## src/rtl/eeprom_pkg.sv

```systemverilog
package eeprom_pkg;
  typedef enum logic [2:0] {
    ST_IDLE,
    ST_DEV,
    ST_ADDR,
    ST_WDATA,
    ST_RDATA
  } eng_state_e;

  localparam logic [3:0] TYPE_CODE = 4'b1010;
endpackage

```

## src/rtl/bus_sync.sv

```systemverilog
module bus_sync #(
  parameter int STAGES = 2
) (
  input  logic clk_i,
  input  logic rst_ni,
  input  logic scl_i,
  input  logic sda_i,
  output logic scl_o,
  output logic sda_o,
  output logic scl_rise_o,
  output logic scl_fall_o,
  output logic start_o,
  output logic stop_o
);
  logic [STAGES-1:0] scl_ff, sda_ff;
  logic              scl_q, sda_q;

  generate
    if (STAGES == 1) begin : g_one
      always_ff @(posedge clk_i or negedge rst_ni) begin
        if (!rst_ni) begin
          scl_ff <= '1;
          sda_ff <= '1;
        end else begin
          scl_ff <= scl_i;
          sda_ff <= sda_i;
        end
      end
    end else begin : g_many
      always_ff @(posedge clk_i or negedge rst_ni) begin
        if (!rst_ni) begin
          scl_ff <= '1;
          sda_ff <= '1;
        end else begin
          scl_ff <= {scl_ff[STAGES-2:0], scl_i};
          sda_ff <= {sda_ff[STAGES-2:0], sda_i};
        end
      end
    end
  endgenerate

  always_ff @(posedge clk_i or negedge rst_ni) begin
    if (!rst_ni) begin
      scl_q <= 1'b1;
      sda_q <= 1'b1;
    end else begin
      scl_q <= scl_ff[STAGES-1];
      sda_q <= sda_ff[STAGES-1];
    end
  end

  assign scl_o      = scl_ff[STAGES-1];
  assign sda_o      = sda_ff[STAGES-1];
  assign scl_rise_o = scl_o & ~scl_q;
  assign scl_fall_o = ~scl_o & scl_q;
  // data edge while clock held high on both samples
  assign start_o    = scl_o & scl_q & sda_q & ~sda_o;
  assign stop_o     = scl_o & scl_q & ~sda_q & sda_o;
endmodule

```

## src/rtl/eeprom_mem.sv

```systemverilog
module eeprom_mem #(
  parameter int AW = 8,
  parameter int DW = 8
) (
  input  logic          clk_i,
  input  logic          we_i,
  input  logic [AW-1:0] waddr_i,
  input  logic [DW-1:0] wdata_i,
  input  logic [AW-1:0] raddr_i,
  output logic [DW-1:0] rdata_o
);
  localparam int DEPTH = 1 << AW;

  logic [DW-1:0] mem_q [DEPTH];

  always_ff @(posedge clk_i) begin
    if (we_i) mem_q[waddr_i] <= wdata_i;
  end

  assign rdata_o = mem_q[raddr_i];
endmodule

```

## src/rtl/eeprom_slave.sv

```systemverilog
module eeprom_slave
  import eeprom_pkg::*;
#(
  parameter int AW        = 8,
  parameter int DW        = 8,
  parameter int PAGE_BITS = 3,
  parameter int STRAP_W   = 3,
  parameter int SYNC_N    = 2
) (
  input  logic               clk_i,
  input  logic               rst_ni,
  input  logic               scl_i,
  input  logic               sda_i,
  input  logic [STRAP_W-1:0] strap_i,
  input  logic               wr_busy_i,
  output logic               sda_oe_o,
  output logic               wr_start_o
);
  localparam int CNT_W = $clog2(DW + 2);
  localparam logic [CNT_W-1:0] BIT_LAST = CNT_W'(DW);
  localparam logic [CNT_W-1:0] BIT_ACK  = CNT_W'(DW + 1);

  logic scl_s, sda_s, scl_rise, scl_fall, start_det, stop_det;

  bus_sync #(.STAGES(SYNC_N)) u_sync (
    .clk_i      (clk_i),
    .rst_ni     (rst_ni),
    .scl_i      (scl_i),
    .sda_i      (sda_i),
    .scl_o      (scl_s),
    .sda_o      (sda_s),
    .scl_rise_o (scl_rise),
    .scl_fall_o (scl_fall),
    .start_o    (start_det),
    .stop_o     (stop_det)
  );

  eng_state_e       state_q;
  logic [CNT_W-1:0] bit_q;
  logic [DW-1:0]    rx_q, tx_q;
  logic [AW-1:0]    ptr_q, page_next;
  logic             mack_q, wr_pend_q, wr_start_q, oe_q;
  logic             dev_hit, mem_we;
  logic [DW-1:0]    mem_rd;

  assign dev_hit = (rx_q[DW-1 -: 4] == TYPE_CODE) &&
                   (rx_q[STRAP_W:1] == strap_i) && !wr_busy_i;

  assign page_next = {ptr_q[AW-1:PAGE_BITS],
                      ptr_q[PAGE_BITS-1:0] + PAGE_BITS'(1)};

  assign mem_we = !start_det && !stop_det && scl_fall &&
                  (state_q == ST_WDATA) && (bit_q == BIT_LAST);

  eeprom_mem #(.AW(AW), .DW(DW)) u_mem (
    .clk_i   (clk_i),
    .we_i    (mem_we),
    .waddr_i (ptr_q),
    .wdata_i (rx_q),
    .raddr_i (ptr_q),
    .rdata_o (mem_rd)
  );

  always_ff @(posedge clk_i or negedge rst_ni) begin
    if (!rst_ni) begin
      state_q    <= ST_IDLE;
      bit_q      <= '0;
      rx_q       <= '0;
      tx_q       <= '0;
      ptr_q      <= '0;
      mack_q     <= 1'b1;
      wr_pend_q  <= 1'b0;
      wr_start_q <= 1'b0;
      oe_q       <= 1'b0;
    end else begin
      wr_start_q <= 1'b0;
      if (start_det) begin
        state_q   <= ST_DEV;
        bit_q     <= '0;
        oe_q      <= 1'b0;
        wr_pend_q <= 1'b0;
      end else if (stop_det) begin
        state_q    <= ST_IDLE;
        bit_q      <= '0;
        oe_q       <= 1'b0;
        wr_start_q <= wr_pend_q;
        wr_pend_q  <= 1'b0;
      end else if (state_q != ST_IDLE) begin
        if (scl_rise) begin
          if (bit_q < BIT_LAST) begin
            rx_q  <= {rx_q[DW-2:0], sda_s};
            bit_q <= bit_q + CNT_W'(1);
          end else if (bit_q == BIT_LAST) begin
            mack_q <= sda_s;
            bit_q  <= BIT_ACK;
          end
        end else if (scl_fall) begin
          if (bit_q == BIT_LAST) begin
            // start of ninth clock: acknowledge or release
            unique case (state_q)
              ST_DEV:            oe_q <= dev_hit;
              ST_ADDR, ST_WDATA: oe_q <= 1'b1;
              default:           oe_q <= 1'b0;
            endcase
            if (state_q == ST_ADDR) ptr_q <= rx_q[AW-1:0];
            if (state_q == ST_WDATA) begin
              ptr_q     <= page_next;
              wr_pend_q <= 1'b1;
            end
          end else if (bit_q == BIT_ACK) begin
            bit_q <= '0;
            oe_q  <= 1'b0;
            unique case (state_q)
              ST_DEV: begin
                if (!oe_q) begin
                  state_q <= ST_IDLE;
                end else if (rx_q[0]) begin
                  state_q <= ST_RDATA;
                  tx_q    <= mem_rd;
                  ptr_q   <= ptr_q + AW'(1);
                  oe_q    <= ~mem_rd[DW-1];
                end else begin
                  state_q <= ST_ADDR;
                end
              end
              ST_ADDR:  state_q <= ST_WDATA;
              ST_RDATA: begin
                if (!mack_q) begin
                  tx_q  <= mem_rd;
                  ptr_q <= ptr_q + AW'(1);
                  oe_q  <= ~mem_rd[DW-1];
                end else begin
                  state_q <= ST_IDLE;
                end
              end
              default: ;
            endcase
          end else if (state_q == ST_RDATA && bit_q != '0) begin
            tx_q <= {tx_q[DW-2:0], 1'b0};
            oe_q <= ~tx_q[DW-2];
          end
        end
      end
    end
  end

  assign sda_oe_o   = oe_q;
  assign wr_start_o = wr_start_q;
endmodule

```

## config.mk

```make
export PLATFORM = sky130hd
export DESIGN_NAME = eeprom_slave
export DESIGN_NICKNAME = d
export VERILOG_FILES = /design/src/rtl/eeprom_pkg.sv /design/src/rtl/bus_sync.sv /design/src/rtl/eeprom_mem.sv /design/src/rtl/eeprom_slave.sv
export SDC_FILE = /design/constraint.sdc
export NUM_CORES = 2
export LEC_CHECK = 0
export BUFFER_PORTS_ARGS = -buffer_cell sky130_fd_sc_hd__buf_2
export CAP_MARGIN = 30
export CORE_MARGIN = 3
export CORE_UTILIZATION = 45
export CTS_BUF_LIST = sky130_fd_sc_hd__clkbuf_4 sky130_fd_sc_hd__clkbuf_8
export DETAILED_ROUTE_END_ITERATION = 10
export PLACE_DENSITY = 0.66
export SLEW_MARGIN = 20
export SYNTH_ARGS = -nofsm -noshare
export SYNTH_HDL_FRONTEND = slang
export SYNTH_HIERARCHICAL = 1
export SYNTH_SLANG_ARGS = --single-unit
```

## constraint.sdc

```tcl
create_clock -name clk_i -period 5.5 [get_ports clk_i]
set_input_delay 0.55 -clock clk_i [delete_from_list [all_inputs] [get_ports clk_i]]
set_output_delay 0.55 -clock clk_i [all_outputs]
set_load 0.1 [all_outputs]
```

Word level (Yosys, flattened, before mapping)
Memories as Yosys holds them, arrays and structs flattened.
Index checks and enable logic that the tools add are counted.
{"block": "totals", "in_bits": 8, "memories": 1, "ram_bits": 2048, "reg_bits": 40}
{"block": "classes", "eq_ne": 23, "n_bitwise": 18, "addsub": 3, "n_lt_le_gt_ge": 1, "mux": 58, "reduce_logical": 34}
{"memory": "u_mem.mem_q", "words": 256, "width": 8, "rd": 1, "rd_clocked_by_memory_dff": 0, "wr": 1, "line_no": "eeprom_mem.sv:14", "source": "logic [DW-1:0] mem_q [DEPTH];"}
{"op": "$mux W8", "count": 7}
{"op": "$mux W4", "count": 9}
{"op": "$mux W7", "count": 5}
{"op": "$mux W3", "count": 10}
{"op": "$mux W1", "count": 22}
{"op": "$reduce_and A11 Y1", "count": 2}
{"op": "$ne A3 B3 Y1 const B", "count": 7}
{"op": "$reduce_bool A3 Y1", "count": 7}
{"op": "$pmux W8 S2", "count": 1}
{"op": "$reduce_and A5 Y1", "count": 3}
{"op": "$pmux W7 S2", "count": 1}
{"op": "$eq A4 B4 Y1 const B", "count": 3}
{"op": "$reduce_and A12 Y1", "count": 1}
{"op": "$reduce_bool A4 Y1", "count": 3}
{"op": "$not A1 Y1", "count": 11}
{"op": "$reduce_bool A5 Y1", "count": 2}
{"op": "$pmux W3 S3", "count": 1}
{"op": "$add A8 B1 Y8 const B", "count": 1}
{"op": "$ne A4 B4 Y1 const B", "count": 2}
{"op": "$and A1 B1 Y1", "count": 7}
{"op": "$logic_and A1 B1 Y1", "count": 7}
{"op": "$reduce_and A7 Y1", "count": 1}
{"op": "$eq A3 B2 Y1 const B", "count": 2}
{"op": "$ne A3 B1 Y1 const B", "count": 2}
{"op": "16 further kinds", "count": 20}

Logic depth before layout (Yosys ltp)
An unclocked memory read counts as a cell.
{"block": "logic_depth", "ltp_word": 12, "ltp_mapped": 14, "ltp_nobuf": 9}

By module
The synthesis kept the hierarchy.
{"module": "eeprom_mem", "instances": 1, "cells_per_inst": 3725, "area_per_inst_um2": 79396.1, "seq_area_each_um2": 61499.0}
{"module": "eeprom_slave", "instances": 1, "cells_per_inst": 200, "area_per_inst_um2": 1978.1, "seq_area_each_um2": 852.1}
{"module": "bus_sync", "instances": 1, "cells_per_inst": 10, "area_per_inst_um2": 190.2, "seq_area_each_um2": 157.7}

Least setup slack after synthesis
No wires, ideal clock.
{"block": "synth_timing", "kind": "reg-to-reg", "start": "register rx_q[0]", "end": "register tx_q[0]", "stages_incl_launch_ff": 5, "t_arrival_ns": 4.945, "setup_time_ns": 0.125, "setup_slack_ns": 0.430, "path_buffers": 0, "required_time_ns": 5.375, "synth_period_minus_slack_ns": 5.070, "path_cell_list": "dfrtp_1 nand4b_1 a211o_1 a211oi_4 mux2_2"}
{"block": "synth_via", "elab_chain_cells": 2}
{"element": "start, declared", "line_no": "eeprom_slave.sv:40", "source": "logic [DW-1:0] rx_q, tx_q;"}
{"element": "start signal, assigned", "line_no": "eeprom_slave.sv:91", "source": "rx_q <= {rx_q[DW-2:0], sda_s};"}
{"element": "$ne A3 B3 Y1 (no source line)"}
{"element": "$reduce_and A11 Y1 (no source line)"}
{"element": "end signal, assigned", "line_no": "eeprom_slave.sv:119", "source": "tx_q <= mem_rd;"}
{"element": "end signal, assigned", "line_no": "eeprom_slave.sv:129", "source": "tx_q <= mem_rd;"}
{"element": "end signal, assigned", "line_no": "eeprom_slave.sv:139", "source": "tx_q <= {tx_q[DW-2:0], 1'b0};"}
{"element": "end, declared", "line_no": "eeprom_slave.sv:40"}
No other way between the ends.
A chain may end at the register's enable or synchronous reset.

Worst setup path after layout
{"block": "layout_timing", "start": "register ptr_q[0]", "end": "register oe_q (netlist: sda_oe_o)"}
{"block": "layout_via", "elab_chain_cells": 12, "elab_cells_between_ends": 13, "classes_between": "mux: 11; bitwise: 1; memory: 1"}
{"element": "start, declared", "line_no": "eeprom_slave.sv:41", "source": "logic [AW-1:0] ptr_q, page_next;"}
{"element": "start signal, assigned", "line_no": "eeprom_slave.sv:105", "source": "if (state_q == ST_ADDR) ptr_q <= rx_q[AW-1:0];"}
{"element": "start signal, assigned", "line_no": "eeprom_slave.sv:107", "source": "ptr_q <= page_next;"}
{"element": "start signal, assigned", "line_no": "eeprom_slave.sv:120", "source": "ptr_q <= ptr_q + AW'(1);"}
{"element": "$mem_v2 Z256 W8 (*)"}
{"element": "named net mem_rd[7]", "line_no": "eeprom_slave.sv:44", "source": "logic [DW-1:0] mem_rd;"}
{"element": "$not A1 Y1 (*)", "line_no": "eeprom_slave.sv:121, eeprom_slave.sv:131"}
{"element": "$mux W1", "line_no": "eeprom_slave.sv:117", "source": "end else if (rx_q[0]) begin"}
{"element": "$mux W1", "line_no": "eeprom_slave.sv:115", "source": "if (!oe_q) begin"}
{"element": "$pmux W1 S2 (*)", "line_no": "eeprom_slave.sv:113", "source": "unique case (state_q)"}
{"element": "$mux W1 (*)", "line_no": "eeprom_slave.sv:110", "source": "end else if (bit_q == BIT_ACK) begin"}
{"element": "$mux W1 (*)", "line_no": "eeprom_slave.sv:98", "source": "if (bit_q == BIT_LAST) begin"}
{"element": "$mux W1 (*)", "line_no": "eeprom_slave.sv:97", "source": "end else if (scl_fall) begin"}
{"element": "$mux W1 (*)", "line_no": "eeprom_slave.sv:89", "source": "if (scl_rise) begin"}
{"element": "$mux W1 (*)", "line_no": "eeprom_slave.sv:88", "source": "end else if (state_q != ST_IDLE) begin"}
{"element": "$mux W1 (*)", "line_no": "eeprom_slave.sv:82", "source": "end else if (stop_det) begin"}
{"element": "$mux W1 (*)", "line_no": "eeprom_slave.sv:77", "source": "if (start_det) begin"}
{"element": "end signal, assigned", "line_no": "eeprom_slave.sv:101", "source": "ST_DEV: oe_q <= dev_hit;"}
{"element": "end signal, assigned", "line_no": "eeprom_slave.sv:121", "source": "oe_q <= ~mem_rd[DW-1];"}
{"element": "end signal, assigned", "line_no": "eeprom_slave.sv:131", "source": "oe_q <= ~mem_rd[DW-1];"}
{"element": "end, declared", "line_no": "eeprom_slave.sv:42", "source": "logic mack_q, wr_pend_q, wr_start_q, oe_q;"}
Mark *: on every way through the listed nets, which the timed path passes. The rest lies on a longest branch. The select of a mux whose other input is x is not followed.

==> results.md <==
STA:
- The smallest clock period supported by the final layout is computed as between 4 and 5 ns.
- For the final database, setup skew stands at 0.0954 ns.
- The setup-violating endpoint count in the final report is 0.
- Derived from the worst setup path, the maximum achievable clock frequency is ~210 MHz.
- The smallest hold slack is 0.103 ns.
- The final hold violation count came to 0.
- For the pin with the worst max-slew slack, the measured transition is 0.978 ns.
- Setup repair after global routing left no endpoint under its margin.
- In this run the tightest slew margin relative to its limit is about 35%.
- Across all setup checks in the final design, the least slack found is slightly above 0.8 ns.
- The count of final max-slew check failures was 0.
- Setup total negative slack on the finished layout was measured at 0 ns.
- The final critical path takes up between 80 and 90% of the cycle.

Synthesis:
- Counting flops with a built-in enable in the synthesized netlist gives ~2000.
- The cell count after synthesis came out at a little under 4000.
- The synthesized netlist devotes between 3 and 4% of its cell area to compound gates.
- The number of nets in the synthesized netlist is approximately 3900.
- The primary flip-flop cell chosen by synthesis mapping is sky130_fd_sc_hd__edfxtp_1.
- Yosys mapped the design onto 76 distinct sky130hd cell types.
- The flip-flop and latch count after synthesis is about 2100.
- The average size of a mapped cell is roughly 21 um^2.
- The Yosys step of the flow raised 6 warnings.
- The adder-cell share of the synthesized area is less than 1%.
- The largest family of logic cells by synthesized area is multiplexers.
- Measured against the total synthesized area, the mux share comes to approximately 15%.
- The portion of the post-synthesis area used by sequential elements is 76.6%.
- After Yosys synthesis, and, or, nand and nor cells account for under 10% of the synthesized area.
- The synthesized netlist occupies a cell area of ~80000 um^2.
- The XOR/XNOR share of the synthesized area is less than 1%.
- The async set or reset register ratio after synthesis is ~1.9%.

Setup path:
- The cell count of the worst reg-to-reg path is 11.
- The critical path required time is 6.41 ns.
- The worst setup path is launched from a flop.
- The start point of the critical path is ptr_q[0].
- Walking the worst path, the cells encountered are buf_12 > buf_4 > mux4_2 > a22oi_1 > a21oi_1 > nor4_1 > buf_4 > nor4_1 > a2111oi_0 > nor3_1 > o41ai_1.
- Of all nets on the critical path, the largest fanout is 36.
- The critical setup path kind is flop to flop.
- The slowest stage of the critical path is the sky130_fd_sc_hd__dfrtp_4 cell.
- For the worst setup path, the data arrival time is between 5 and 6 ns.
- The origin of the critical flop-to-flop path is ptr_q[0].
- The internal reg-to-reg setup slack is roughly 0.8 ns.
- The maximum single-stage delay on the critical path is between 1 and 1.5 ns.
- The type of destination of the critical path is a flop.
- The worst flop-to-flop path endpoint is sda_oe_o.

Power and ir drop:
- In this run, the combinational gates consume 5.6% of the power.
- The standby leakage power is 27.3 nW.
- The switching power is just under 0.008 W.
- The design draws 0.0344 W.
- In this run, flip-flops and latches consume a little under three fifths of the power.
- The internal portion of the total power is about 0.026 W.
- The switching share of power is between 20% and 30%.
- The power per cell area is 377 nW/um^2.
- Across the VDD grid, the largest voltage drop is about 0.42 mV.
- The clock network burns between 30 and 40% of the power.

Die:
- For this configuration, the core starts out at a cell density of roughly 45%.
- The die is 432 um tall.
- The count of standard-cell rows is approximately 160.
- From left edge to right edge, the die measures ~430 um.
- The placeable core region is 179000 um^2.
- 10 I/O pins were placed.
- The die covers ~190000 um^2.

Routing:
- The final route contains 41800 vias.
- The detailed router finished its first iteration with roughly 5300 violations.
- The count of nets left with antenna violations once routing finished came out at 0.
- Dividing the detail-routed wire length by the instance count gives 29.2 um.
- The first detailed-routing pass took 5 iterations.
- After detailed routing, the total wire length is between 150000 and 200000 um.
- In the routed layout, each cell is associated on average with a via count of approximately 6.1.
- In the routed design, unresolved DRC markers number 0.

GRT:
- The total overflow left after global routing is 0.
- In the global route stage, overall resource usage came out at 21.3%.
- The first global-routing pass estimated just under 300000 um of wire.
- The initial antenna violation count was 5.
- The number of global-route vias before repair is ~42000.
- Entering global routing, the biggest net connects roughly 180 pins.

Finish:
- In the final layout, the share of cells above drive strength 1 is 27.4%.
- The post-layout instance count excluding filler cells is a little under 7000.
- The number of fillers in the final layout is around 14000.
- At the end of the flow, the number of nets in the layout was approximately 4200.
- The layout overhead on the synthesized area is 11.8%.

Run:
- The max capacitance violation total is 0.

Clock tree:
- TritonCTS created around 340 clock buffers.
- At the later pin of the worst-skew pair, clock insertion delay measures 1.05 ns.
- The H-tree generated during clock tree synthesis spans 5 levels.
- TritonCTS built the clock tree.
- The sink count of the clock tree is roughly 2100.
- The maximum buffer depth of the clock tree is 4.
- The clock root buffer is sky130_fd_sc_hd__clkbuf_8.
- Clock-pin slew was measured on the worst setup and hold paths at approximately 0.060 ns.
- The number of instances resized during post-cts repair is 0.
- The post-CTS repair timing setup buffer count is 0.
- After clock tree synthesis, the flow added hold-fix buffers numbering 4.

Placement:
- The number of placed instances, taps included, is between 6000 and 7000.
- The post-detailed-placement half-perimeter wirelength is 121000 um.
- The final weighted congestion of routability-driven global placement is around 0.88.
- Before CTS, the worst setup slack after placement is roughly 0.84 ns.
- During placement, the flow inserted port buffers numbering 9.

Outcome:
- The run finished with clean final reports.

Worst hold path:
- The worst hold path class is input pin to async pin.
==> worst max path at each step <==
stage | to | cells past startpoint
2_1_floorplan | tx_q[0] | 4
3_3_place_gp | sda_oe_o | 11
3_5_place_dp | sda_oe_o | 11
4_1_cts | sda_oe_o | 11
5_1_grt | sda_oe_o | 11
6_report | sda_oe_o | 11
==> layer usage <==
metal | wire, um | global-route usage [%] | up-vias | part of all wire, %
li1 | - | - | 17100 | -
met3 | 17800 | 4.68 | 451 | 8.9
met2 | 93600 | 32.6 | 2133 | 47
met4 | 7290 | 8.03 | 0 | 3.7
met5 | 0 | 0 | - | 0
met1 | 80200 | 30.3 | 22200 | 40
==> synth_stat cells (all sizes together), types with 3 or more instances <==
cell | number | area share, %
edfxtp | 2048 | 75
mux4 | 456 | 13
nor2 | 304 | 1.4
mux2i | 143 | 1.8
a22oi | 133 | 1.2
buf | 126 | 1.3
clkbuf | 113 | 0.52
a21oi | 110 | 0.69
o221ai | 47 | 0.51
nand2 | 43 | 0.20
nand3 | 42 | 0.26
nor2b | 36 | 0.28
dfrtp | 33 | 1.0
nor4 | 31 | 0.26
o22ai | 29 | 0.22
nor3 | 27 | 0.17
o21ai | 26 | 0.16
a211oi | 17 | 0.17
a221oi | 14 | 0.16
o211ai | 13 | 0.12
mux2 | 12 | 0.17
nand2b | 11 | 0.084
nand4 | 11 | 0.084
a22o | 9 | 0.097
a2111oi | 8 | 0.12
and2 | 8 | 0.061
inv | 8 | 0.037
dfstp | 7 | 0.23
nand3b | 7 | 0.064
a31oi | 6 | 0.054
o22a | 6 | 0.064
o32ai | 5 | 0.063
and3 | 4 | 0.031
ha | 4 | 0.061
or2 | 4 | 0.031
and3b | 3 | 0.032
nor3b | 3 | 0.028
xnor2 | 3 | 0.032
==> cell type report <==
class                      count  area, um^2  area share (%)
sequential                  2088       62600            68.6
inverter                       9        33.8          0.0371
antenna                        5        12.5          0.0137
multi-input combinational   1599       17600            19.3
tap                         2355        2950            3.23
clock buffer                 477        5770            6.33
clock inverter                97         583           0.639
timing repair buffer         183        1680            1.85
==> registers in the layout (all words and copies together) (netlist names), 2 cells and up <==
signal / cells
ptr_q: 8
u_sync/scl_ff: 2
tx_q: 7
state_q: 3
u_sync/sda_ff: 2
rx_q: 8
bit_q: 4
u_mem/mem_q: 2048
==> power groups by stage <==
stage	clock, W	sequential [W]	combinational [W]
after global routing	0.0138	0.0197	0.00210
after CTS	0.0131	0.0197	0.00187
final	0.0128	0.0196	0.00193
after global placement	0	0.0201	0.00168
after detailed placement	0	0.0200	0.00187
after floorplan	0	0.0209	0.0000784
==> cells in the final DEF, fill, tap and decap left out, types with 10 or more instances in the layout <==
| cell | count |
|---|---|
| sky130_fd_sc_hd__nor2_1 | 298 |
| sky130_fd_sc_hd__buf_4 | 145 |
| sky130_fd_sc_hd__nand2b_1 | 11 |
| sky130_fd_sc_hd__clkinv_2 | 28 |
| sky130_fd_sc_hd__nand3_1 | 42 |
| sky130_fd_sc_hd__dfrtp_4 | 12 |
| sky130_fd_sc_hd__o221ai_1 | 46 |
| sky130_fd_sc_hd__nand2_1 | 43 |
| sky130_fd_sc_hd__edfxtp_1 | 2048 |
| sky130_fd_sc_hd__o22ai_1 | 29 |
| sky130_fd_sc_hd__nor2b_1 | 33 |
| sky130_fd_sc_hd__mux4_2 | 454 |
| sky130_fd_sc_hd__a22oi_1 | 133 |
| sky130_fd_sc_hd__nand4_1 | 11 |
| sky130_fd_sc_hd__buf_2 | 10 |
| sky130_fd_sc_hd__nor3_1 | 27 |
| sky130_fd_sc_hd__clkbuf_8 | 350 |
| sky130_fd_sc_hd__o211ai_1 | 13 |
| sky130_fd_sc_hd__dfrtp_1 | 19 |
| sky130_fd_sc_hd__mux2i_1 | 143 |
| sky130_fd_sc_hd__a21oi_1 | 106 |
| sky130_fd_sc_hd__a221oi_1 | 13 |
| sky130_fd_sc_hd__nor4_1 | 28 |
| sky130_fd_sc_hd__mux2_2 | 12 |
| sky130_fd_sc_hd__clkinv_1 | 53 |
| sky130_fd_sc_hd__a211oi_1 | 16 |
| sky130_fd_sc_hd__buf_12 | 19 |
| sky130_fd_sc_hd__o21ai_0 | 21 |
| sky130_fd_sc_hd__clkbuf_4 | 127 |
==> critical path: cells and delay by family, from the launching register on <==
family / cells / cell delay [ns]
AOI/OAI and AO/OA: 4 / 1.11
DFF: 1 / 1.04
buffers and inverters: 3 / 0.99
and+or+nand+nor: 3 / 0.80
muxes: 1 / 0.58
==> per-stage QoR <==
| step | cell area [um^2] | utilization (%) |
|---|---|---|
| 6_report | 91200 | 50.8 |
| 5_1_grt | 91200 | 50.8 |
| 4_1_cts | 91000 | 50.7 |
| 3_5_place_dp | 84600 | 47.2 |
| 3_3_place_gp | 84500 | 47.1 |
| 2_1_floorplan | 81600 | - |
==> cells by family after synthesis <==
logic type | count (synthesis)
AOI/OAI and AO/OA | 435
xor gates and xnor gates | 4
adders and majority gates | 4
buffers and inverters | 248
DFF | 2088
muxes | 611
and+or+nand+nor | 545
Power figures use the tool's default switching activity.
